### config.mk
export PLATFORM = sky130hd
export DESIGN_NAME = i2c_cmd_master
export DESIGN_NICKNAME = d
export VERILOG_FILES = /design/src/rtl/i2c_cmd_pkg.sv /design/src/rtl/i2c_tick_gen.sv /design/src/rtl/i2c_cmd_accept.sv /design/src/rtl/i2c_bus_seq.sv /design/src/rtl/i2c_cmd_master.sv
export SDC_FILE = /design/constraint.sdc
export NUM_CORES = 1
export LEC_CHECK = 0
export BUFFER_PORTS_ARGS = -buffer_cell sky130_fd_sc_hd__buf_2
export CORE_ASPECT_RATIO = 0.7
export CORE_MARGIN = 2
export CORE_UTILIZATION = 50
export CTS_CLUSTER_DIAMETER = 50
export DETAILED_ROUTE_END_ITERATION = 8
export PLACE_DENSITY_LB_ADDON = 0.3
export SYNTH_ARGS = -nofsm -noshare
export SYNTH_HDL_FRONTEND = slang
export SYNTH_HIERARCHICAL = 1
export SYNTH_SLANG_ARGS = --single-unit
### constraint.sdc
create_clock -name clk -period 2 [get_ports clk]
set_clock_uncertainty 0.15 [all_clocks]
set_input_delay 0.3 -clock clk [delete_from_list [all_inputs] [get_ports clk]]
set_output_delay 0.3 -clock clk [all_outputs]
set_load 0.005 [all_outputs]
### src/rtl/i2c_cmd_pkg.sv
// Shared types for the byte-command I2C master.
// Assumes byte-wide transfers with one acknowledge slot per byte.
package i2c_cmd_pkg;

    localparam int BYTE_W = 8;
    localparam int BIT_CW = $clog2(BYTE_W + 1);

    typedef enum logic [1:0] {
        OP_START,
        OP_SEND,
        OP_RECV,
        OP_STOP
    } op_e;

    typedef enum logic [1:0] {
        SQ_IDLE,
        SQ_START,
        SQ_BITS,
        SQ_STOP
    } sq_e;

endpackage

### src/rtl/i2c_tick_gen.sv
// Tick divider: emits one tick every DIVISOR enabled cycles.
// Assumes DIVISOR >= 2; clr restarts the count and suppresses the tick.
module i2c_tick_gen #(
    parameter int DIVISOR = 25
) (
    input  logic clk,
    input  logic rst_n,
    input  logic en,
    input  logic clr,
    output logic tick
);
    localparam int CW = (DIVISOR > 2) ? $clog2(DIVISOR) : 1;
    localparam logic [CW-1:0] LAST = CW'(DIVISOR - 1);

    logic [CW-1:0] cnt;

    // Tick when the enabled count reaches its last value.
    assign tick = en && !clr && (cnt == LAST);

    // Count enabled cycles; restart on clear or wrap.
    always_ff @(posedge clk) begin
        if (!rst_n || clr) begin
            cnt <= '0;
        end else if (en) begin
            cnt <= (cnt == LAST) ? '0 : cnt + 1'b1;
        end
    end

endmodule

### src/rtl/i2c_cmd_accept.sv
// Command handshake: accepts one request while idle and holds busy
// until the bus sequencer is idle and the request line is low.
// Assumes at most one command line is high with exec_req.
module i2c_cmd_accept
    import i2c_cmd_pkg::*;
(
    input  logic              clk,
    input  logic              rst_n,
    input  logic              exec_req,
    input  logic              cmd_start,
    input  logic              cmd_send,
    input  logic              cmd_recv,
    input  logic              cmd_stop,
    input  logic              seq_idle,
    output logic              busy,
    output logic              go,
    output op_e               go_op
);

    // Accept a request only when not busy.
    assign go = exec_req && !busy;

    // Encode the one-hot command lines.
    always_comb begin
        if (cmd_start)      go_op = OP_START;
        else if (cmd_stop)  go_op = OP_STOP;
        else if (cmd_send)  go_op = OP_SEND;
        else                go_op = OP_RECV;
    end

    // Busy rises on acceptance, falls when finished and released.
    always_ff @(posedge clk) begin
        if (!rst_n) begin
            busy <= 1'b0;
        end else if (go) begin
            busy <= 1'b1;
        end else if (busy && seq_idle && !exec_req) begin
            busy <= 1'b0;
        end
    end

    p_accept_r2: assert property (@(posedge clk) disable iff (!rst_n)
        (exec_req && !busy) |=> busy);

    p_hold_while_req_r3: assert property (@(posedge clk) disable iff (!rst_n)
        (busy && exec_req) |=> busy);

    p_release_r3: assert property (@(posedge clk) disable iff (!rst_n)
        $fell(busy) |-> ($past(seq_idle) && !$past(exec_req)));

endmodule

### src/rtl/i2c_bus_seq.sv
// Bus sequencer: generates start, repeated start, byte and stop
// waveforms on tick boundaries. Each data or acknowledge bit takes four
// ticks (two with SCL low, two with SCL released). SDA is captured as
// SCL is pulled low at the end of each bit.
// Assumes tick never fires while a slave holds SCL low.
module i2c_bus_seq
    import i2c_cmd_pkg::*;
(
    input  logic              clk,
    input  logic              rst_n,
    input  logic              tick,
    input  logic              go,
    input  op_e               go_op,
    input  logic [BYTE_W-1:0] go_byte,
    input  logic              go_ack,
    input  logic              sda_in,
    output logic              sda_oe,
    output logic              scl_oe,
    output logic [BYTE_W-1:0] shreg,
    output logic              ack_seen,
    output logic              bus_held,
    output logic              byte_done,
    output logic              byte_strobe,
    output logic              idle
);
    localparam logic [BIT_CW-1:0] ACK_IDX = BIT_CW'(BYTE_W);

    sq_e               state;
    logic [2:0]        step;
    logic [BIT_CW-1:0] bitn;
    logic              is_rx;
    logic              ack_lvl;

    assign idle = (state == SQ_IDLE);

    // Command load and per-tick waveform stepping.
    always_ff @(posedge clk) begin
        if (!rst_n) begin
            state       <= SQ_IDLE;
            step        <= '0;
            bitn        <= '0;
            is_rx       <= 1'b0;
            ack_lvl     <= 1'b0;
            shreg       <= '0;
            ack_seen    <= 1'b0;
            bus_held    <= 1'b0;
            byte_done   <= 1'b0;
            byte_strobe <= 1'b0;
            sda_oe      <= 1'b0;
            scl_oe      <= 1'b0;
        end else begin
            byte_strobe <= 1'b0;
            if (go) begin
                byte_done <= 1'b0;
                step      <= '0;
                bitn      <= '0;
                is_rx     <= (go_op == OP_RECV);
                ack_lvl   <= go_ack;
                unique case (go_op)
                    OP_START: begin state <= SQ_START; shreg <= go_byte; end
                    OP_SEND:  begin state <= SQ_BITS;  shreg <= go_byte; end
                    OP_RECV:  begin state <= SQ_BITS;  shreg <= '1; end
                    OP_STOP:  state <= bus_held ? SQ_STOP : SQ_IDLE;
                endcase
            end else if (tick) begin
                unique case (state)
                    SQ_START: begin
                        step <= step + 1'b1;
                        case (step)
                            3'd0: sda_oe <= 1'b0;
                            3'd1: scl_oe <= 1'b0;
                            3'd2: begin sda_oe <= 1'b1; bus_held <= 1'b1; end
                            3'd4: begin
                                scl_oe <= 1'b1;
                                state  <= SQ_BITS;
                                step   <= '0;
                            end
                            default: ;
                        endcase
                    end
                    SQ_BITS: begin
                        step <= step + 1'b1;
                        case (step)
                            3'd0: sda_oe <= (bitn == ACK_IDX) ? (is_rx && !ack_lvl)
                                                              : !shreg[BYTE_W-1];
                            3'd1: scl_oe <= 1'b0;
                            3'd3: begin
                                scl_oe <= 1'b1;
                                step   <= '0;
                                if (bitn == ACK_IDX) begin
                                    ack_seen    <= sda_in;
                                    byte_done   <= 1'b1;
                                    byte_strobe <= 1'b1;
                                    state       <= SQ_IDLE;
                                end else begin
                                    shreg <= {shreg[BYTE_W-2:0], sda_in};
                                    bitn  <= bitn + 1'b1;
                                end
                            end
                            default: ;
                        endcase
                    end
                    SQ_STOP: begin
                        step <= step + 1'b1;
                        case (step)
                            3'd0: sda_oe <= 1'b1;
                            3'd1: scl_oe <= 1'b0;
                            3'd3: begin
                                sda_oe   <= 1'b0;
                                bus_held <= 1'b0;
                                state    <= SQ_IDLE;
                            end
                            default: ;
                        endcase
                    end
                    default: ;
                endcase
            end
        end
    end

    p_strobe_single_r7: assert property (@(posedge clk) disable iff (!rst_n)
        byte_strobe |=> !byte_strobe);

    p_strobe_with_done_r7: assert property (@(posedge clk) disable iff (!rst_n)
        byte_strobe |-> byte_done);

    p_claim_edge_r5: assert property (@(posedge clk) disable iff (!rst_n)
        $rose(bus_held) |-> (sda_oe && !scl_oe));

    p_free_edge_r5: assert property (@(posedge clk) disable iff (!rst_n)
        $fell(bus_held) |-> (!sda_oe && !scl_oe));

    p_sda_quiet_r12: assert property (@(posedge clk) disable iff (!rst_n)
        (!scl_oe && !$past(scl_oe) && !$stable(sda_oe))
            |-> ($past(state) == SQ_START || $past(state) == SQ_STOP));

    p_reset_release_r11: assert property (@(posedge clk)
        !rst_n |=> (!sda_oe && !scl_oe && !bus_held));

endmodule

### src/rtl/i2c_cmd_master.sv
// Top of the byte-command I2C master. Joins the handshake, the tick
// divider and the bus sequencer. The divider restarts on each accepted
// command and is held while a slave stretches SCL.
// Assumes sda_in/scl_in reflect the wired-AND bus levels.
module i2c_cmd_master
    import i2c_cmd_pkg::*;
#(
    parameter int DIVISOR = 25
) (
    input  logic        clk,
    input  logic        rst_n,
    input  logic        tick_en,
    input  logic        exec_req,
    input  logic        cmd_start,
    input  logic        cmd_send,
    input  logic        cmd_recv,
    input  logic        cmd_stop,
    input  logic [7:0]  wr_byte,
    input  logic        ack_out,
    output logic [7:0]  rd_byte,
    output logic        ack_seen,
    output logic        bus_held,
    output logic        byte_done,
    output logic        byte_strobe,
    output logic        busy,
    output logic        sda_oe,
    input  logic        sda_in,
    output logic        scl_oe,
    input  logic        scl_in
);
    logic go;
    op_e  go_op;
    logic seq_idle;
    logic tick;
    logic stretch;
    logic tick_clr;

    // A released SCL that still reads low is a slave stretch.
    assign stretch  = !scl_oe && !scl_in;
    assign tick_clr = go || stretch;

    i2c_cmd_accept u_accept (
        .clk      (clk),
        .rst_n    (rst_n),
        .exec_req (exec_req),
        .cmd_start(cmd_start),
        .cmd_send (cmd_send),
        .cmd_recv (cmd_recv),
        .cmd_stop (cmd_stop),
        .seq_idle (seq_idle),
        .busy     (busy),
        .go       (go),
        .go_op    (go_op)
    );

    i2c_tick_gen #(.DIVISOR(DIVISOR)) u_tick (
        .clk  (clk),
        .rst_n(rst_n),
        .en   (tick_en),
        .clr  (tick_clr),
        .tick (tick)
    );

    i2c_bus_seq u_seq (
        .clk        (clk),
        .rst_n      (rst_n),
        .tick       (tick),
        .go         (go),
        .go_op      (go_op),
        .go_byte    (wr_byte),
        .go_ack     (ack_out),
        .sda_in     (sda_in),
        .sda_oe     (sda_oe),
        .scl_oe     (scl_oe),
        .shreg      (rd_byte),
        .ack_seen   (ack_seen),
        .bus_held   (bus_held),
        .byte_done  (byte_done),
        .byte_strobe(byte_strobe),
        .idle       (seq_idle)
    );

    p_no_tick_in_stretch_r9: assert property (@(posedge clk) disable iff (!rst_n)
        (!scl_oe && !scl_in) |-> !tick);

endmodule

---- Word-level counts from Yosys, hierarchy flattened ----
Index checks and enable logic that the tools add are counted.
word-level totals
  register bits ........................... 31
  latch bits .............................. 0
  memory bits (writable) .................. 0
  bits in read-only memories .............. 0
  bits of input ports ..................... 19
  output and inout port bits .............. 15
  logic and storage cells ................. 126
  memories ................................ 0
operators by class
  add/subtract/negate cells ............... 3
  $mul .................................... 0
  div/mod/pow operators ................... 0
  order comparisons ....................... 0
  eq/ne operators ......................... 26
  shift operators ......................... 0
  muxes and demuxes ....................... 37
  bitwise logic cells ..................... 6
  reductions and logical operators ........ 40
operator list
  kind                                            number
  2-to-1 mux 8 bit                                5
  != test 3 x 2 -> 1 bit (second input constant)  7
  2-to-1 mux 2 bit                                10
  AND reduction 6 bit                             3
  case mux 8 bit (2 select lines)                 1
  AND reduction 5 bit                             3
  case mux 2 bit (3 select lines)                 2
  case mux 1 bit (2 select lines)                 5
  nonzero test 2 bit                              5
  case mux 3 bit (3 select lines)                 1
  == test 2 bit (second input constant)           4
  zero test 1 bit                                 8
  2-to-1 mux 1 bit                                8
  AND reduction 4 bit                             2
  logical AND 1 bit                               7
  == test 3 x 2 -> 1 bit (second input constant)  2
  2-to-1 mux 3 bit                                2
  != test 2 bit (second input constant)           3
  != test 3 x 1 -> 1 bit (second input constant)  2
  NOT 1 bit                                       6
  case mux 1 bit (3 select lines)                 2
  OR reduction 2 bit                              3
  adder 5 x 1 -> 5 bit (second input constant)    1
  == test 5 bit (second input constant)           1
  other kinds (15)                                19

---- Depth between registers and ports, before layout ----
Gate-level depths: netlist of run 1.
  depth in word-level cells ............... 8
  depth in mapped cells ................... 9
  gate-level depth less buffers ........... 8

---- Modules after synthesis ----
The synthesis of run 1 kept the hierarchy.
modules (own cells, without submodules)
  module          times used  cells an instance  area an instance (µm²)  sequential area each (µm²)
  i2c_bus_seq     1           174                1544.0                  500.5
  i2c_tick_gen    1           27                 246.5                   100.1
  i2c_cmd_accept  1           8                  66.3                    20.0
  i2c_cmd_master  1           1                  7.5                     0.0

---- Worst setup path after synthesis of run 1 ----
Ideal clock, no wire load.
  path kind ............................... reg2reg
  from .................................... reg u_accept.busy
  to ...................................... reg u_seq.sda_oe
  library setup time ...................... 124 ps
  arrival time ............................ 1616 ps
  data required time ...................... 1726 ps
  path slack .............................. 110 ps
  stages on the path, launching flop included .. 8
  path buffers ............................ 0
  clock period less this slack ............ 1890 ps
  cell sequence ........................... dfxtp_1 and2b_2 o21bai_1 nor2_1 nor3b_2 o311ai_0 a311oi_1 a21boi_1
between the ends
  cells in the longest elaborated chain, start to end .. 7
  elaborated cells between the ends (all ways) .. 8
  those cells by class .................... bitwise: 1; reduce/logical: 7
RTL lines
  item                             RTL line              source
  start: declaration               i2c_cmd_accept.sv:15  output logic busy,
  start signal: assignment         i2c_cmd_accept.sv:34  busy <= 1'b0;
  start signal: assignment         i2c_cmd_accept.sv:36  busy <= 1'b1;
  start signal: assignment         i2c_cmd_accept.sv:38  busy <= 1'b0;
  zero test 1 bit                  i2c_cmd_accept.sv:21  assign go = exec_req && !busy;
  logical AND 1 bit                i2c_cmd_accept.sv:21
  named net go                     i2c_cmd_master.sv:31  logic go;
  logical OR 1 bit                 i2c_cmd_master.sv:40  assign tick_clr = go || stretch;
  named net tick_clr               i2c_cmd_master.sv:36  logic tick_clr;
  zero test 1 bit                  i2c_tick_gen.sv:18    assign tick = en && !clr && (cnt == LAST);
  logical AND 1 bit (2 in series)  i2c_tick_gen.sv:18
  named net tick                   i2c_cmd_master.sv:34  logic tick;
  AND reduction 6 bit (no line)    --
  end signal: assignment           i2c_bus_seq.sv:84     3'd0: sda_oe <= (bitn == ACK_IDX) ? (is_rx && !ack_lvl)
  end: declaration                 i2c_bus_seq.sv:17     output logic sda_oe,
The timed path passes the listed nets, and every way through them passes these cells.
A chain may end at the register's enable or synchronous reset.

---- Worst setup path after layout of run 1 ----
  from .................................... reg u_accept.busy
  to ...................................... reg u_seq.bitn[0]
between the ends
  cells in the longest elaborated chain, start to end .. 7
  elaborated cells between the ends (all ways) .. 8
  those cells by class .................... reduce/logical: 8
RTL lines
  item                             RTL line              source
  zero test 1 bit                  i2c_cmd_accept.sv:21
  logical AND 1 bit                i2c_cmd_accept.sv:21
  named net go                     i2c_cmd_master.sv:31
  logical OR 1 bit                 i2c_cmd_master.sv:40
  named net tick_clr               i2c_cmd_master.sv:36
  zero test 1 bit                  i2c_tick_gen.sv:18
  logical AND 1 bit (2 in series)  i2c_tick_gen.sv:18
  named net tick                   i2c_cmd_master.sv:34
  AND reduction 4 bit (no line)    --
  end signal: assignment           i2c_bus_seq.sv:97     bitn <= bitn + 1'b1;
  end: declaration                 i2c_bus_seq.sv:30     logic [BIT_CW-1:0] bitn;
The timed path passes the listed nets, and every way through them passes these cells.

==> results.md, run 1 <==
* Min-delay worst type: in2reg
* Final instance area at 0.00234 sq mm
* Asr flop ratio synth at 0%
* Tmin final at 1.92 ns
* Hold Slack at about 0.15 ns
* Flop2flop setup slack at 0.08 ns
* Crit Path Max Fanout at 5
* Hold_buf cts at 0
* FF-to-FF Start: u_accept/busy
* Via Count at 1637
* CP delay by family, top: simple AND/OR/NAND/NOR gates
* Critical Path Start: u_accept/busy
* Max incr delay on CP at 0.32 ns
* Initial antenna violation count at 0
* Worst Setup Start Kind: flip-flop
* Layout cells sized above 1 at 31.3%
* Sequential element share of the synthesized area at between 30 and 40%
* Maximum VDD drop at between 0.0004 and 0.0005 V
* Worst EP required at approximately 2 ns
* R2r endpoint: u_seq/bitn[0]
* Synthesized cell area at 0.00186 sq mm
* Post-DRT Antenna Nets at 0
* Synthesis-to-finish area growth at 25.4%
* R2R depth at 9
* Worst setup path endpoint: u_seq/bitn[0]
* Post-synth top cells: dfxtp_1, ha_1, inv_1
* Clock tree buffer depth at 2
* Syn Inst Count at 210
* Input/output buffers at 32
* Drt initial violations at roughly 80
* Fin. max-slew vios at 0
* Total GRT Usage at 19.6%
* Top area cells in the synthesized netlist: dfxtp_1, ha_1, o221ai_1, inv_1, mux2i_1
* Pin count of the biggest net entering global routing at 22
* Pwr dens at 574 mW/mm^2
* Core area at ~0.0036 sq mm
* Vias/cell at 5.25
* Crit path depth at 9
* DRT Wirelength at 4060 um
* Initial core utilization at 52.4%
* RSZ-0062 raised after global routing: yes
* Clock root buffer: clkbuf_8
* GP Congestion at 0.802
* GRT overflow at 0
* CTS Sinks at 31
* Hold Fails Final Rpt at 0
* CP Buf/Inv Count at 2
* CP endpoint kind: flip-flop
* Setup Fix Bufs, Post-CTS at 0
* Critical path class: reg2reg
* Yosys warnings at 6
* Status: finished, final reports clean
* Fin crit share at 95.8%
* Leak pwr at 0.966 nW
* Routed length per placed instance at about 13 um
* Worst-path clk slew at 0.07 ns
* Crit path DAT at approximately 1.9 ns
* Avg Inst Size Synth at 8.88 sq um
* Max-cap violations at 0
* Fin util at around 66%
* Vias in the first global route at 1403
* Critical-path top delay cell: dfxtp_2
* # resized after CTS at 0
* Worst skew pair latency at 0.28 ns
* Worst slew margin at 74.8%
* Synth cell types at 52
* TritonCTS buffer count at 5
* Top cell type's share of synthesized area at 33.3%
* TritonCTS clock tree: yes
* Ant diodes at 0
* Die Area at 0.00424 sq mm
* DP HPWL at 2900 um
* Post-Place Cell Area at 0.00219 sq mm
* Die width at 77.0 um
* Htree depth at 2
* Flops & latches, synth at 31
* Max Freq at 522 MHz
* Synth area leader: dfxtp_1
* Final nets at 300
* Most frequent cell after synthesis: dfxtp_1
* Mapped Nets at 248
* Post-synth EDFFs at 0
* Top FF cell, synth: dfxtp_1
* First-pass GRT wire length at 6510 um
* Critical-path cell list: and2b_2 -> o21bai_4 -> nor2_2 -> buf_4 -> and3_4 -> buf_6 -> nand2_2 -> xnor2_1 -> nor2_1
* Drt first pass iters at 4
* Row count at 18
* Worst-Margin Slew at 0.379 ns
* Die height at 55.1 um
* Endpoints failing setup at 0
* DRC at 0
* I/O pin cnt at 34
registers in the layout, summed over array words and instances, names as in the netlist:
register and cells:
u_seq/ack_seen 1, u_seq/state 2, u_tick/cnt 5, u_seq/bus_held 1, u_seq/shreg 8, u_seq/sda_oe 1
u_accept/busy 1, u_seq/byte_done 1, u_seq/scl_oe 1, u_seq/ack_lvl 1, u_seq/byte_strobe 1, u_seq/step 3
u_seq/bitn 4, u_seq/is_rx 1
through the flow:
| step | setup TNS [ns] | setup WS, ns | power (mW) | std cells |
|---|---|---|---|---|
| after floorplan | 0 | 0.110 | 0.780 | 210 |
| after global placement | -0.0875 | -0.0274 | 0.845 | 304 |
| after detailed placement | -0.370 | -0.0528 | 0.847 | 304 |
| after CTS | 0 | 0.0284 | 1.34 | 311 |
| after global routing | -0.0497 | -0.0218 | 1.40 | 312 |
| final | 0 | 0.0847 | 1.34 | 312 |
layout by cell type, fill, tap and decap left out, types with 3 or more instances in the layout:
cell type | Yosys | layout
inv_1 | 18 | 18
nand2b_1 | 5 | 5
o221ai_1 | 8 | 8
nor3_1 | 3 | 3
nor2b_1 | 6 | 6
clkbuf_8 | 0 | 6
nand3_1 | 11 | 9
dfxtp_1 | 31 | 27
nand4_1 | 4 | 4
nor2_1 | 14 | 13
nand2_1 | 14 | 13
buf_4 | 1 | 20
buf_2 | 2 | 32
o21ai_0 | 5 | 5
dfxtp_2 | 0 | 4
xor2_1 | 5 | 5
ha_1 | 19 | 17
o21ai_1 | 7 | 7
a21oi_1 | 8 | 8
mux2i_1 | 6 | 6
cells by family (layout without fill, tap and decap cells):
group                    Yosys count  after routing  share of synthesized area, %
flip-flops                        31             31                          33.3
AO/OA/AOI/OAI                     50             51                          19.2
multiplexers                       6              6                          3.22
XOR/XNOR                           7              7                          3.29
adder cells (fa/ha/maj)           19             19                          12.8
buffers and inverters             27             78                          6.58
AND/OR/NAND/NOR                   70             70                          21.7
per-layer routing:
layer | vias up | track usage [%] | share of wire (%)
li1 | 844 | - | -
met1 | 753 | 30.6 | 55
met2 | 36 | 25.9 | 39
met3 | 4 | 4.87 | 4.6
met4 | 0 | 5.65 | 0.71
met5 | - | 0 | 0
power breakdown:
| part | switching [mW] | internal, mW |
|---|---|---|
| combinational | 0.108 | 0.0912 |
| clock | 0.224 | 0.270 |
| sequential | 0.0132 | 0.635 |
| total | 0.345 | 0.996 |
tightest hold or removal path, stage by stage:
cell     delay, ns
buf_2         0.08
mux2i_1       0.06
nor2b_1       0.09
cell type report:
cell class | instances | area, sq um
inverters | 18 | 67.6
clock buffers | 6 | 82.6
fillers | 317 | 1220
repair buffers | 53 | 322
clock inverters | 1 | 5.00
well taps | 50 | 62.6
multi-input cells | 153 | 1170
flip-flops and latches | 31 | 626
how the worst min path moves through the flow:
stage                    from        endpoint  slack, ns  depth (start not counted)
2_1_floorplan           rst_n   u_accept/busy       0.27                          1
3_3_place_gp   u_seq/shreg[6]  u_seq/shreg[6]       0.31                          2
3_5_place_dp     u_seq/scl_oe    u_seq/scl_oe       0.32                          2
4_1_cts               ack_out   u_seq/ack_lvl       0.15                          3
5_1_grt                sda_in  u_seq/ack_seen       0.18                          3
6_report              ack_out   u_seq/ack_lvl       0.15                          3
(Power assumes the default switching activity.)
==> run 2: changes to the inputs <==
--- a/config.mk
+++ b/config.mk
@@ -8,7 +8,7 @@
 export BUFFER_PORTS_ARGS = -buffer_cell sky130_fd_sc_hd__buf_2
 export CORE_ASPECT_RATIO = 0.7
 export CORE_MARGIN = 2
-export CORE_UTILIZATION = 50
+export CORE_UTILIZATION = 25
 export CTS_CLUSTER_DIAMETER = 50
 export DETAILED_ROUTE_END_ITERATION = 8
 export PLACE_DENSITY_LB_ADDON = 0.3
==> run 2 against run 1 <==
Setup slack better by 0.049 ns. First-iteration DRC count down 8.9%. Wire length up 6.8%. Sequential share of layout area down 0.87 points. Die area up 93%. Combinational power about the same.
==> results.md, run 2 (synthesized netlist as in run 1, its figures left out) <==
* Area of the multi-input gates at 0.00114 sq mm
* Layout cells sized above 1 at between 20% and 30%
* Final nets at 300
* R2r endpoint: u_seq/byte_done
* Most common cell after layout, fill and taps aside: buf_2
* Initial core utilization at 25.7%
* TritonCTS clock tree: yes
* Hold Fails Final Rpt at 0
* Critical path class: reg2reg
* Total Power at 1.41 mW
* DP HPWL at 3240 um
* Final instance area at 0.00240 sq mm
* Worst-path clk slew at 0.07 ns
* Status: finished, final reports clean
* GP Congestion at 0.779
* Hold EP: u_seq/ack_lvl
* Core area at 0.00725 sq mm
* Most flops, register: u_seq/shreg
* Setup TNS at 0 ns
* Post-Place Cell Area at 0.00227 sq mm
* Worst Setup Start Kind: flip-flop
* CP endpoint kind: flip-flop
* Flop2flop setup slack at 0.13 ns
* Tmin final at around 1.9 ns
* Fin crit share at approximately 93%
* Max FFs per register at 8
* Hold_buf cts at 0
* Min-Delay Path Depth at 3
* GRT overflow at 0
* Drt first pass iters at 4
* Via Count at 1625
* Worst skew pair latency at 0.28 ns
* DP Cell Count at 353
* DRC at 0
* Final worst slack at 0.134 ns
* Crit path DAT at 1.89 ns
* Maximum VDD drop at 0.000264 V
* Min-delay worst type: in2reg
* CTS Sinks at 31
* DRT Wirelength at approximately 4300 um
* Leak pwr at 0.977 nW
* Total GRT Usage at around 11%
* Vias/cell at 4.50
* Fin. max-slew vios at 0
* Post-Layout Cell Count at 361
* Worst slew margin at 75.2%
* Die Area at 0.00818 sq mm
* FILL cells at 758
* Clock tree buffer depth at 2
* HP Start: ack_out
* Crit Path Max Fanout at 4
* Htree depth at 2
* I/O pin cnt at 34
* First-pass GRT wire length at just over 7000 um
* Post-DRT Antenna Nets at 0
* Critical Path Start: u_tick/cnt[1]
* Die width at 107 um
* Synthesis-to-finish area growth at 28.6%
* Pre-CTS setup slack at around 0.035 ns
* Worst EP required at ~2.0 ns
* Row count at 26
* Top Registers: u_seq/shreg (8), u_tick/cnt (5), u_seq/bitn (4)
* Initial antenna violation count at 0
* FF-to-FF Start: u_tick/cnt[1]
* Clock root buffer: clkbuf_8
* R2R depth at 10
* TritonCTS buffer count at 5
* Most frequent cells in the layout: buf_2, dfxtp_1, buf_4
* Max Freq at 536 MHz
* Drt initial violations at 72
* Register Area at 621 sq um
* Worst-Margin Slew at 0.372 ns
* Input/output buffers at 32
* Pin count of the biggest net entering global routing at 21
* Vias in the first global route at 1436
* Max-cap violations at 0
* Routed length per placed instance at 12.0 um
* Ant diodes at 0
* Pwr dens at 587 mW/mm^2
* Die height at 76.3 um
* Endpoints failing setup at 0
run 2: cell types whose count changed in the layout (fill, tap and decap cells not counted), sizes merged:
cell and delta:
clkinv -1, clkinvlp +1, buf +1, a31oi -1, clkbuf +1
run 2: repair_timing:
| action | in CTS | in global routing |
|---|---|---|
| setup buffers | 0 | 0 |
| resized for setup | 0 | 5 |
| endpoints found under the setup margin | 0 | 6 |
run 2: stage by stage:
| stage | utilization [%] | hold WS (ns) |
|---|---|---|
| floorplan | - | 0.267 |
| global placement | 31.3 | 0.314 |
| detailed placement | 31.3 | 0.320 |
| CTS | 32.7 | 0.123 |
| global route | 33.0 | 0.166 |
| finish | 33.0 | 0.128 |
run 2: layout make-up:
type / instances / share of cell area (%)
multi-input cells: 152 / 47.8
inverters: 18 / 2.82
clock inverters: 1 / 0.313
repair buffers: 54 / 14.1
well taps: 98 / 5.11
clock buffers: 7 / 4.02
flip-flops and latches: 31 / 25.9
run 2: worst max-delay path by stage:
stage                            to  slack, ns  cells past startpoint
global placement       u_seq/sda_oe       0.05                      9
global route         u_seq/ack_seen     -0.005                      7
floorplan              u_seq/sda_oe       0.11                      7
detailed placement     u_seq/sda_oe       0.03                      9
CTS                    u_seq/sda_oe       0.10                      8
finish              u_seq/byte_done       0.13                     10
run 2: worst max-delay path: stages (launching register included):
cell	delay, ns
dfxtp_1	0.37
inv_1	0.06
ha_1	0.20
nand4_1	0.11
nor2_1	0.05
buf_4	0.15
inv_1	0.10
nor4_2	0.05
buf_4	0.15
and2_1	0.18
a31o_2	0.21
run 2: per-layer routing:
| metal | wire length, um | track usage [%] |
|---|---|---|
| met5 | 0 | 0 |
| met4 | 47 | 3.90 |
| met3 | 147 | 2.91 |
| met2 | 1780 | 14.7 |
| met1 | 2360 | 16.6 |
run 2: report_power, final:
part | internal, mW | switching, mW | total [mW]
combinational | 0.0956 | 0.107 | 0.202
clock | 0.313 | 0.244 | 0.557
sequential | 0.635 | 0.0129 | 0.648
total | 1.04 | 0.364 | 1.41
